## src/rtl/cell_rx_pkg.sv

```systemverilog
`timescale 1ns/1ps
package cell_rx_pkg;
  // Strobes sent from the control section to the datapath each sample cycle
  typedef struct packed {
    logic take;      // capture the synchronised line level as the next cell
    logic wordDone;  // this capture completes a word
  } rx_ctrl_t;
endpackage

```

## src/rtl/cell_rx_datapath.sv

```systemverilog
`timescale 1ns/1ps
module cell_rx_datapath
  import cell_rx_pkg::*;
#(
  parameter int SYNC_STAGES = 2,
  parameter int WORD_W      = 8
) (
  input  logic              clk,
  input  logic              rstN,
  input  logic              serialIn,
  input  rx_ctrl_t          ctrl,
  output logic              lineEdge,
  output logic [WORD_W-1:0] cellWord,
  output logic              wordStrobe
);
  logic [SYNC_STAGES-1:0] syncChain;
  logic                   lineLevel;
  logic                   lastLevel;
  logic [WORD_W-1:0]      shiftReg;
  logic [WORD_W-1:0]      nextShift;

  // Synchroniser chain (R2, R3: edges are found on its output)
  genvar gi;
  generate
    for (gi = 0; gi < SYNC_STAGES; gi++) begin : g_sync
      if (gi == 0) begin : g_first
        always_ff @(posedge clk or negedge rstN) begin
          if (!rstN) syncChain[0] <= 1'b0;
          else       syncChain[0] <= serialIn;
        end
      end else begin : g_next
        always_ff @(posedge clk or negedge rstN) begin
          if (!rstN) syncChain[gi] <= 1'b0;
          else       syncChain[gi] <= syncChain[gi-1];
        end
      end
    end
  endgenerate

  assign lineLevel = syncChain[SYNC_STAGES-1];
  assign lineEdge  = lineLevel ^ lastLevel;
  assign nextShift = {shiftReg[WORD_W-2:0], lineLevel};

  always_ff @(posedge clk or negedge rstN) begin
    if (!rstN) lastLevel <= 1'b0;
    else       lastLevel <= lineLevel;
  end

  // Cell packing, earliest cell ends in the MSB
  always_ff @(posedge clk or negedge rstN) begin
    if (!rstN) begin
      shiftReg   <= '0;
      cellWord   <= '0;
      wordStrobe <= 1'b0;
    end else begin
      wordStrobe <= ctrl.wordDone;
      if (ctrl.take) shiftReg <= nextShift;
      if (ctrl.wordDone) cellWord <= nextShift;
    end
  end
endmodule

```

## src/rtl/cell_rx_control.sv

```systemverilog
`timescale 1ns/1ps
module cell_rx_control
  import cell_rx_pkg::*;
#(
  parameter int CELL_SPAN = 5,
  parameter int TAKE_LEAD = 2,
  parameter int WORD_W    = 8
) (
  input  logic     clk,
  input  logic     rstN,
  input  logic     lineEdge,
  output rx_ctrl_t ctrl
);
  localparam int CW = $clog2(CELL_SPAN + 1);
  localparam int BW = $clog2(WORD_W);
  localparam logic [CW-1:0] LEAD_LOAD = CW'(TAKE_LEAD - 1);
  localparam logic [CW-1:0] SPAN_LOAD = CW'(CELL_SPAN - 1);
  localparam logic [BW-1:0] LAST_BIT  = BW'(WORD_W - 1);

  logic          armed;
  logic [CW-1:0] waitCnt;
  logic [BW-1:0] bitCnt;
  logic          takeNow;

  // Take a cell when the countdown expires, never on an edge cycle
  assign takeNow       = armed && !lineEdge && (waitCnt == '0);
  assign ctrl.take     = takeNow;
  assign ctrl.wordDone = takeNow && (bitCnt == LAST_BIT);

  always_ff @(posedge clk or negedge rstN) begin
    if (!rstN) begin
      armed   <= 1'b0;
      waitCnt <= '0;
    end else if (lineEdge) begin
      armed   <= 1'b1;          // first edge arms the recovery
      waitCnt <= LEAD_LOAD;     // re-anchor to this edge
    end else if (takeNow) begin
      waitCnt <= SPAN_LOAD;     // predict the next cell
    end else if (waitCnt != '0) begin
      waitCnt <= waitCnt - 1'b1;
    end
  end

  always_ff @(posedge clk or negedge rstN) begin
    if (!rstN) bitCnt <= '0;
    else if (takeNow) bitCnt <= (bitCnt == LAST_BIT) ? '0 : bitCnt + 1'b1;
  end
endmodule

```

## src/rtl/biphase_cell_recovery.sv

```systemverilog
`timescale 1ns/1ps
module biphase_cell_recovery
  import cell_rx_pkg::*;
#(
  parameter int SYNC_STAGES = 2,
  parameter int CELL_SPAN   = 5,
  parameter int TAKE_LEAD   = 2,
  parameter int WORD_W      = 8
) (
  input  logic              clk,
  input  logic              rstN,
  input  logic              serialIn,
  output logic [WORD_W-1:0] cellWord,
  output logic              wordStrobe
);
  rx_ctrl_t ctrl;
  logic     lineEdge;

  cell_rx_datapath #(.SYNC_STAGES(SYNC_STAGES), .WORD_W(WORD_W)) u_dp (
    .clk(clk), .rstN(rstN), .serialIn(serialIn), .ctrl(ctrl),
    .lineEdge(lineEdge), .cellWord(cellWord), .wordStrobe(wordStrobe)
  );

  cell_rx_control #(.CELL_SPAN(CELL_SPAN), .TAKE_LEAD(TAKE_LEAD), .WORD_W(WORD_W)) u_ctrl (
    .clk(clk), .rstN(rstN), .lineEdge(lineEdge), .ctrl(ctrl)
  );
endmodule

```

## config.mk

```make
export PLATFORM = sky130hd
export DESIGN_NAME = biphase_cell_recovery
export DESIGN_NICKNAME = d
export VERILOG_FILES = /design/src/rtl/cell_rx_pkg.sv /design/src/rtl/cell_rx_datapath.sv /design/src/rtl/cell_rx_control.sv /design/src/rtl/biphase_cell_recovery.sv
export SDC_FILE = /design/constraint.sdc
export NUM_CORES = 1
export LEC_CHECK = 0
export BUFFER_PORTS_ARGS = -buffer_cell sky130_fd_sc_hd__buf_2
export CORE_MARGIN = 5
export CORE_UTILIZATION = 60
export DETAILED_ROUTE_END_ITERATION = 10
export PLACE_DENSITY = 0.84
export RECOVER_POWER = 100
export SLEW_MARGIN = 20
export SYNTH_ARGS = -nofsm -noshare
export SYNTH_HDL_FRONTEND = slang
export SYNTH_HIERARCHICAL = 1
export SYNTH_SLANG_ARGS = --single-unit
```

## constraint.sdc

```tcl
create_clock -name clk -period 5.3 [get_ports clk]
set_input_delay 1.59 -clock clk [delete_from_list [all_inputs] [get_ports clk]]
set_output_delay 1.59 -clock clk [all_outputs]
set_load 0.01 [all_outputs]
```

==> out/summary.txt, run 1 <==
run status: complete, no violations
worst hold path stage count: 0
leakage: 0.5533 nW
Syn. warnings: 6
Antenna Cells: 0
CTS tree: yes
crit path launch type: flop
Post-CTS Hold Fix Bufs: 0
#FFs+latches synth: 26
Fin Hold WS: 0.3765 ns
Post-DRT Antenna Nets: 0
CP max FO: 11
CTS H-tree depth: 1
Post-Syn Nets: 78
largest net degree at the start of global routing: 27
Total Wirelength: 1674 um
most common cell after layout, fill and taps aside: dfrtp_1
final hold vios: 0
vias in the first global route: 631
Yosys top cell by area: dfrtp_1
first-pass GRT wire length: 2946 um
Mapped Cells: 71
clock latency on the worst-skew pair: 0.32 ns
die area: 0.002871 mm2
Vias: 562
# rows: 15
Yosys top cell area share: 57.08%
final setup violating endpoints: 0
Initial DRC Count: 3
final RePlAce weighted congestion: 0.6935
post-CTS setup buffer count: 0
Worst Clk Skew: 0.003594 ns
clk root buf: clkbuf_4
nets: 90
Total GRT Usage: 14.95%
Die H: 53.59 um
Reg clk slew, reported paths: 0.14 ns
synthesized area per cell: 16.05 um2
clock sinks: 26
Worst Hold Class: reg -> reg
Tmin final: 2.516 ns
clk buf depth: 2
DR DRC count: 0
Placed Cells: 103
DRT Pass-1 Iters: 2
share of the core filled with cells: 65.11%
CTS Buf Count: 3
Initial Utilization: 64.61%
area of the multi-input gates: 364.1 um2
Seq/Total Area, Yosys: 57.08%
Critical Path End Type: flop
max cap viols: 0
Netlist cell types: 19
RSZ-0062 raised after global routing: false
io pins: 12
Peak Freq: 0.3975 GHz
data required time of the critical path: 5.51 ns
Pins Over Slew Limit: 0
Cell Pwr Density: 485.8 mW/mm2
R2R cell count: 6
layout cells sized above 1: 9.756%
fill count: 169
post-route insts no fill: 107
FF+latch area: 650.6 um2
Wirelength per Cell: 15.64 um
dpl hpwl: 1237 um
most frequent cells in the layout: 26 x dfrtp_1, 18 x mux2_1, 10 x clkbuf_1
Area Overhead vs Synth: 0.7683%
GRT overflow: 0
Core ar.: 0.001764 mm2
Syn Std Cell Area: 0.001140 mm2
fin crit share: 47.47%
Worst slew margin: 12.79%
Via-to-Cell Ratio: 5.252
initial antenna violation count: 0
post-cts resize count: 0
ranking of synthesized cells by area: dfrtp_1 57%, mux2_4 24%, ha_1 4.4%
port bufs: 11
Worst EP arrival: 2.72 ns
Die W: 53.59 um
Setup TNS Final: 0 ns
Setup CP Type: reg -> reg
worst-margin pin slew: 1.308 ns
VDD IR-drop max: 0.0002743 V
-- layer usage --
metal	global-route usage, %	up-vias	wire length [um]
met3	3.878	2	67
met4	8.936	0	21
li1	-	259	-
met2	23.67	11	854
met5	0	-	0
met1	18.30	290	730
-- area by class of cell --
cell class / count / share of cell area [%]
inverters: 2 / 0.6536
well taps: 25 / 2.723
clock buffers: 3 / 1.961
multi-input cells: 39 / 31.70
flip-flops and latches: 26 / 56.64
clock inverters: 1 / 2.614
repair buffers: 11 / 3.704
-- per-stage QoR --
| stage | power [mW] | area [um2] | setup WS [ns] |
|---|---|---|---|
| 5_1_grt | 0.6025 | 1149 | 2.588 |
| 3_5_place_dp | 0.4938 | 1185 | 2.964 |
| 2_1_floorplan | 0.4462 | 1140 | 3.326 |
| 6_report | 0.5580 | 1149 | 2.784 |
| 3_3_place_gp | 0.4784 | 1185 | 3.056 |
| 4_1_cts | 0.6283 | 1237 | 2.821 |
-- cells in the mapped netlist --
cell type and number:
and2_2 1, nor2b_1 2, ha_1 4, and3b_1 1, or2_2 1, nor2b_4 1
xor2_1 1, a211oi_1 1, o21a_1 1, a211o_2 1, dfrtp_1 26, inv_1 2
nor3_1 1, buf_6 3, mux2_4 18, buf_4 1, mux2_2 1, nor2_1 4
nand2b_1 1
-- worst max-delay path: stages, from the launching register on --
cell     delay, ns
dfrtp_1       0.40
inv_1         0.10
ha_1          0.18
nor2b_1       0.27
and3b_1       0.51
and2_0        0.55
mux2_1        0.40
-- power breakdown --
group	switching, mW	leakage [nW]	internal (mW)
combinational	0.0635	0.197	0.0641
sequential	0.0386	0.329	0.258
clock	0.0575	0.0279	0.0764
total	0.160	0.553	0.398
-- path summary, 6_finish.rpt --
kind	slack, ns	startpoint	to
max in group asynchronous	3.01	rstN	u_ctrl/bitCnt[0]
min	0.38	u_dp/syncChain[0]	u_dp/lineLevel
min in group asynchronous	1.53	rstN	u_ctrl/waitCnt[2]
min reg2reg	0.38	u_dp/syncChain[0]	u_dp/lineLevel
max reg2reg	2.78	u_ctrl/waitCnt[0]	u_dp/cellWord[1]
max	2.78	u_ctrl/waitCnt[0]	u_dp/cellWord[1]
-- state kept, by name, indices dropped and copies added, names as in the netlist --
name / cells
u_dp/lastLevel: 1
u_ctrl/armed: 1
u_dp/cellWord: 8
u_dp/lineLevel: 1
u_dp/wordStrobe: 1
u_dp/shiftReg: 7
u_ctrl/bitCnt: 3
u_ctrl/waitCnt: 3
u_dp/syncChain: 1
-- kinds of logic after synthesis --
| logic type | synth area share (%) |
|---|---|
| flops | 57.08 |
| compound gates | 2.196 |
| fa+ha+maj | 4.391 |
| xor+xnor | 0.7685 |
| simple gates | 6.586 |
| mux | 24.70 |
| buf+inv | 4.281 |
Power figures use the tool's default switching activity.
==> inputs of run 2 (changes only) <==
Settings changed: ABC_AREA from default to 1, CORE_UTILIZATION 60 to 55, PLACE_DENSITY 0.84 to 0.78.
Clock period 5.3 ns to 2.5 ns, I/O delays scaled along.
==> out/summary.txt, run 2 <==
asr flop ratio synth: 100.0% (unchanged)
synthesized area per cell: 8.960 um2 (-44%)
ranking of synthesized cells by area: dfrtp_1 59%, nand2_1 21%, ha_1 4.5%
CTS H-tree depth: 1 (unchanged)
area of the multi-input gates: 362.8 um2 (-0.34%)
FF+latch area: 650.6 um2 (unchanged)
Seq/Total Area, Yosys: 58.56% (+1.5 points)
Max stage delay cell, worst path: nor2_1
final setup violating endpoints: 0 (unchanged)
nets: 144 (+60%)
clk buf depth: 2 (unchanged)
data required time of the critical path: 2.72 ns (-2.79 ns)
vias in the first global route: 737 (+17%)
CTS Buf Count: 3 (unchanged)
most frequent cells after synthesis: 63 x nand2_1, 26 x dfrtp_1, 9 x inv_1
Vias: 758 (+35%)
Syn Std Cell Area: 0.001111 mm2 (-2.5%)
post-CTS setup buffer count: 0 (unchanged)
Total GRT Usage: 14.74% (-0.21 points)
fin crit share: 80.42% (+33 points)
max cap viols: 0 (unchanged)
Largest regs: u_dp/cellWord x8, u_dp/shiftReg x7
cells along the critical path: inv_1, ha_1, inv_1, nor2_1, nand3_1, nor2_1, inv_1, nand2_1, nand2_1
Yosys top cell by area: dfrtp_1
Antenna Cells: 0 (unchanged)
most numerous cell in the Yosys netlist: nand2_1
Initial DRC Count: 14 (+11)
Mapped Cells: 124 (+75%)
Tmin final: 2.010 ns (-0.5054 ns)
Wirelength per Cell: 10.74 um (-31%)
fill count: 189 (+12%)
Cell Pwr Density: 970.4 mW/mm2 (+100%)
worst hold path stage count: 0 (unchanged)
Most flops, register: u_dp/cellWord
Area Overhead vs Synth: 7.207%
# rows: 16 (+1)
Setup TNS Final: 0 ns (unchanged)
Worst Hold Class: reg -> reg
Pins Over Slew Limit: 0 (unchanged)
PnR worst setup slack: 0.4896 ns (-2.295 ns)
Place WS: 0.6208 ns (-2.344 ns)
most frequent cells in the layout: 63 x nand2_1, 26 x dfrtp_1, 12 x inv_1
Setup CP Type: reg -> reg
largest net degree at the start of global routing: 27 (unchanged)
R2R cell count: 9 (+3)
Critical Path End Type: flop
clock latency on the worst-skew pair: 0.32 ns (about the same)
Post-Syn Nets: 131 (+68%)
Syn. warnings: 6 (unchanged)
CP max FO: 10 (-1)
first-pass GRT wire length: 3125 um (+6.1%)
Core ar.: 0.001942 mm2 (+10%)
port bufs: 11 (unchanged)
run status: complete, no violations
Reg clk slew, reported paths: 0.14 ns (about the same)
Worst EP arrival: 2.23 ns (-0.49 ns)
#FFs+latches synth: 26 (unchanged)
DRT Pass-1 Iters: 4 (+2)
worst-margin pin slew: 1.332 ns (+0.02417 ns)
VDD IR-drop max: 0.0005281 V (+93%)
DR DRC count: 0 (unchanged)
Yosys top cell area share: 58.56% (+1.5 points)
Post-synth EDFFs: 0 (unchanged)
post-cts resize count: 0 (unchanged)
Via-to-Cell Ratio: 4.650 (-11%)
max reg flops: 8 (unchanged)
io pins: 12 (unchanged)
RSZ-0062 raised after global routing: false
clock sinks: 26 (unchanged)
leakage: 0.6581 nW (+19%)
Die W: 54.95 um (+2.5%)
final RePlAce weighted congestion: 0.7843 (+13%)
main flop type after synthesis: dfrtp_1
die area: 0.003019 mm2 (+5.1%)
initial antenna violation count: 0 (unchanged)
Initial Utilization: 57.22% (-7.4 points)
layout cells sized above 1: 7.353% (-2.4 points)
final hold vios: 0 (unchanged)
Worst Clk Skew: 0.006896 ns (+0.003302 ns)
CP max stage delay: 0.46 ns (-0.09 ns)
CTS tree: yes
most frequent CP cell: inv_1
most common cell after layout, fill and taps aside: nand2_1
Netlist cell types: 15 (-4)
dpl hpwl: 1258 um (+1.7%)
Die H: 54.95 um (+2.5%)
Peak Freq: 0.4974 GHz (+25%)
GRT overflow: 0 (unchanged)
crit path launch type: flop
Post-DRT Antenna Nets: 0 (unchanged)
Worst slew margin: 11.18% (-1.6 points)
Total Wirelength: 1750 um (+4.5%)
Post-CTS Hold Fix Bufs: 0 (unchanged)
clk root buf: clkbuf_4
## run 2: cell types whose count changed in the layout (fill, tap and decap cells not counted), moves of 2 or more
| cell | delta |
|---|---|
| inv_1 | +10 |
| nor2_2 | +2 |
| mux2_1 | -18 |
| nor2b_1 | -3 |
| o21ai_0 | +2 |
| nor2_1 | +3 |
| nand2_1 | +63 |
## run 2: layout make-up
cell class,instances,share of cell area [%]
flip-flops and latches,26,54.62
multi-input cells,82,30.46
inverters,13,4.097
repair buffers,11,3.571
well taps,27,2.836
clock inverters,1,2.521
clock buffers,3,1.891
## run 2: worst max-delay path, delay by kind of cell (launching register included)
kind / cells / cell delay, ns
AND/OR/NAND/NOR: 5 / 0.91
buffers and inverters: 3 / 0.42
adder cells (fa/ha/maj): 1 / 0.20
flip-flops: 1 / 0.38
## run 2: where the power goes
group / switching [mW] / internal (mW) / leakage, nW
sequential: 0.0708 / 0.527 / 0.336
clock: 0.120 / 0.162 / 0.0279
combinational: 0.175 / 0.102 / 0.294
total: 0.365 / 0.791 / 0.658
## run 2: layer usage
layer | wire [um] | part of all wire (%) | vias up | GRT usage, %
li1 | - | - | 388 | -
met1 | 827 | 47 | 362 | 19.01
met2 | 867 | 50 | 6 | 22.83
met3 | 42 | 2.4 | 2 | 4.021
met4 | 12 | 0.69 | 0 | 7.287
met5 | 0 | 0 | - | 0
## run 2: kinds of logic (layout without fill, tap and decap cells)
family / Yosys count / after routing / share of synthesized area (%)
simple gates: 75 / 75 / 28.49
flops: 26 / 26 / 58.56
buf+inv: 16 / 28 / 7.094
fa+ha+maj: 4 / 4 / 4.505
compound gates: 3 / 3 / 1.351
## run 2: path summary, 6_finish.rpt
kind,from,end,slack [ns]
min in group asynchronous,rstN,u_dp/syncChain[0],0.70
worst max-delay path,u_ctrl/waitCnt[0],u_dp/cellWord[1],0.49
worst min register to register,u_dp/syncChain[0],u_dp/lineLevel,0.38
worst max register to register,u_ctrl/waitCnt[0],u_dp/cellWord[1],0.49
worst min-delay path,u_dp/syncChain[0],u_dp/lineLevel,0.38
max in group asynchronous,rstN,u_dp/cellWord[1],1.02
## run 2: per-stage QoR
step	std cells	utilization [%]	area [um2]	hold slack (ns)	power, mW
final	163	61.34	1191	0.3750	1.156
after global placement	159	60.24	1170	0.3362	0.8952
after global routing	163	61.34	1191	0.3983	1.255
after detailed placement	159	60.24	1170	0.3403	0.9098
after CTS	163	62.95	1222	0.3789	1.194
after floorplan	124	-	1111	0.3312	0.8368
==> inputs of run 3 (changes only) <==
Clock period 2.5 ns to 2.1 ns, I/O delays scaled along.
==> out/summary.txt, run 3 (synthesis results as in run 2) <==
initial antenna violation count: 0 (unchanged)
max reg flops: 8 (unchanged)
Antenna Cells: 0 (unchanged)
register share of total power: 50.8% (-0.9 points)
Worst slew margin: 9.911% (-1.3 points)
io pins: 12 (unchanged)
Area Overhead vs Synth: 8.671%
post-CTS setup buffer count: 0 (unchanged)
Core ar.: 0.001942 mm2 (unchanged)
r2r startpoint: u_ctrl/waitCnt[0]
Die H: 54.95 um (unchanged)
Net Sw Frac: 32.74% (+1.2 points)
clock latency on the worst-skew pair: 0.32 ns (about the same)
Placed Area: 0.001177 mm2 (+0.64%)
Post-DRT Antenna Nets: 0 (unchanged)
RSZ-0062 raised after global routing: false
Total Wirelength: 1881 um (+7.5%)
final hold vios: 0 (unchanged)
Detail Route met2 WL: 870 um (+0.35%)
fin crit share: 81.41% (+0.99 points)
data required time of the critical path: 2.32 ns (-0.40 ns)
Hold EP: u_dp/lineLevel
Setup CP Type: reg -> reg
Cell Pwr Density: 1167 mW/mm2 (+20%)
Worst Hold Class: reg -> reg
critical register-to-register path endpoint: u_dp/cellWord[5]
CTS H-tree depth: 1 (unchanged)
clk root buf: clkbuf_4
Total GRT Usage: 14.88% (+0.15 points)
die area: 0.003019 mm2 (unchanged)
Tmin final: 1.710 ns (-0.3008 ns)
clock share of power: 24.1% (-0.3 points)
Psw: 0.4614 mW (+26%)
run status: complete, no violations
Die W: 54.95 um (unchanged)
fill count: 182 (-3.7%)
clk buf depth: 2 (unchanged)
Setup TNS Final: 0 ns (unchanged)
Worst Clk Skew: 0.002876 ns (-0.004020 ns)
final setup violating endpoints: 0 (unchanged)
post-route cell area: 0.001207 mm2 (+1.4%)
internal power: 0.9480 mW (+20%)
DRT Pass-1 Iters: 4 (unchanged)
final RePlAce weighted congestion: 0.7862 (+0.24%)
clock sinks: 26 (unchanged)
R2R cell count: 10 (+1)
port bufs: 11 (unchanged)
most frequent cells in the layout: 64 x nand2_1, 26 x dfrtp_1, 12 x inv_1
first-pass GRT wire length: 3153 um (+0.90%)
Largest regs: u_dp/cellWord x8, u_dp/shiftReg x7
Worst EP arrival: 1.93 ns (-0.30 ns)
dpl hpwl: 1401 um (+11%)
nets: 145 (+0.69%)
worst-margin pin slew: 1.351 ns (+0.01902 ns)
layout cells sized above 1: 8.029% (+0.68 points)
met3 WL: 55 um (+31%)
worst hold path stage count: 0 (unchanged)
share of the core filled with cells: 62.18% (+0.84 points)
Vias: 777 (+2.5%)
CP max FO: 10 (unchanged)
Hold Startpoint: u_dp/syncChain[0]
Initial Utilization: 57.22% (unchanged)
CTS tree: yes
Reg clk slew, reported paths: 0.14 ns (about the same)
Critical Path End Type: flop
GRT overflow: 0 (unchanged)
Power Total: 1.409 mW (+22%)
Peak Freq: 0.5849 GHz (+18%)
VDD IR-drop max: 0.0006489 V (+23%)
leakage: 0.6743 nW (+2.5%)
max cap viols: 0 (unchanged)
Via-to-Cell Ratio: 4.738 (+1.9%)
CTS Buf Count: 3 (unchanged)
Initial DRC Count: 8 (-6)
Post-CTS Hold Fix Bufs: 0 (unchanged)
combinational power share: 25.1% (+1.1 points)
reg2reg setup slack: 0.39 ns (-0.10 ns)
Most flops, register: u_dp/cellWord
vias in the first global route: 720 (-2.3%)
top sig layer: met4
Wirelength per Cell: 11.47 um (+6.8%)
most common cell after layout, fill and taps aside: nand2_1
# rows: 16 (unchanged)
M1 WL: 934 um (+13%)
crit path launch type: flop
DR DRC count: 0 (unchanged)
Pins Over Slew Limit: 0 (unchanged)
largest net degree at the start of global routing: 27 (unchanged)
post-cts resize count: 0 (unchanged)
-- run 3: power by group through the flow --
stage | Clock [mW] | Sequential, mW | Combinational, mW
final | 0.340 | 0.717 | 0.353
after global routing | 0.366 | 0.730 | 0.407
after global placement | 0 | 0.720 | 0.346
after floorplan | 0 | 0.714 | 0.282
after detailed placement | 0 | 0.725 | 0.370
after CTS | 0.346 | 0.716 | 0.374
-- run 3: how the worst max path moves through the flow --
stage,slack [ns],cells past startpoint,endpoint,from
finish,0.39,10,u_dp/cellWord[5],u_ctrl/waitCnt[0]
CTS,0.49,10,u_dp/cellWord[5],u_ctrl/waitCnt[0]
global route,0.19,10,u_dp/cellWord[7],u_ctrl/waitCnt[0]
detailed placement,0.51,10,u_dp/cellWord[5],u_ctrl/waitCnt[0]
global placement,0.62,10,u_dp/cellWord[4],u_ctrl/waitCnt[0]
floorplan,0.68,10,u_dp/cellWord[0],u_ctrl/waitCnt[0]
-- run 3: area by class of cell --
cell class	count	area, um2	share of cell area (%)
Timing Repair Buffer	12	50.05	4.145
Sequential cell	26	650.6	53.89
Tap cell	27	33.78	2.798
Inverter	13	48.80	4.041
Clock inverter	1	30.03	2.487
Clock buffer	3	22.52	1.865
Multi-Input combinational cell	82	371.6	30.78
-- run 3: routing by layer --
layer	vias to the layer above	GRT usage (%)
met4	0	7.692
met3	4	2.949
met1	365	20.14
met2	14	22.64
met5	-	0
li1	394	-
-- run 3: critical path, stage by stage, from the launching register on --
cell and delay, ns:
dfrtp_1 0.38, inv_1 0.11, ha_1 0.20, inv_1 0.05, nor2_1 0.14, nand3_1 0.16
nor2_1 0.13, buf_4 0.17, inv_1 0.12, nand2_1 0.09, nand2_1 0.06
-- run 3: metrics by stage --
| stage | worst slack, ns | hold slack [ns] | std cells |
|---|---|---|---|
| finish | 0.3904 | 0.3752 | 164 |
| floorplan | 0.6832 | 0.3312 | 124 |
| detailed placement | 0.5124 | 0.3442 | 160 |
| CTS | 0.4923 | 0.2886 | 164 |
| global placement | 0.6241 | 0.3356 | 160 |
| global route | 0.1920 | 0.3915 | 164 |
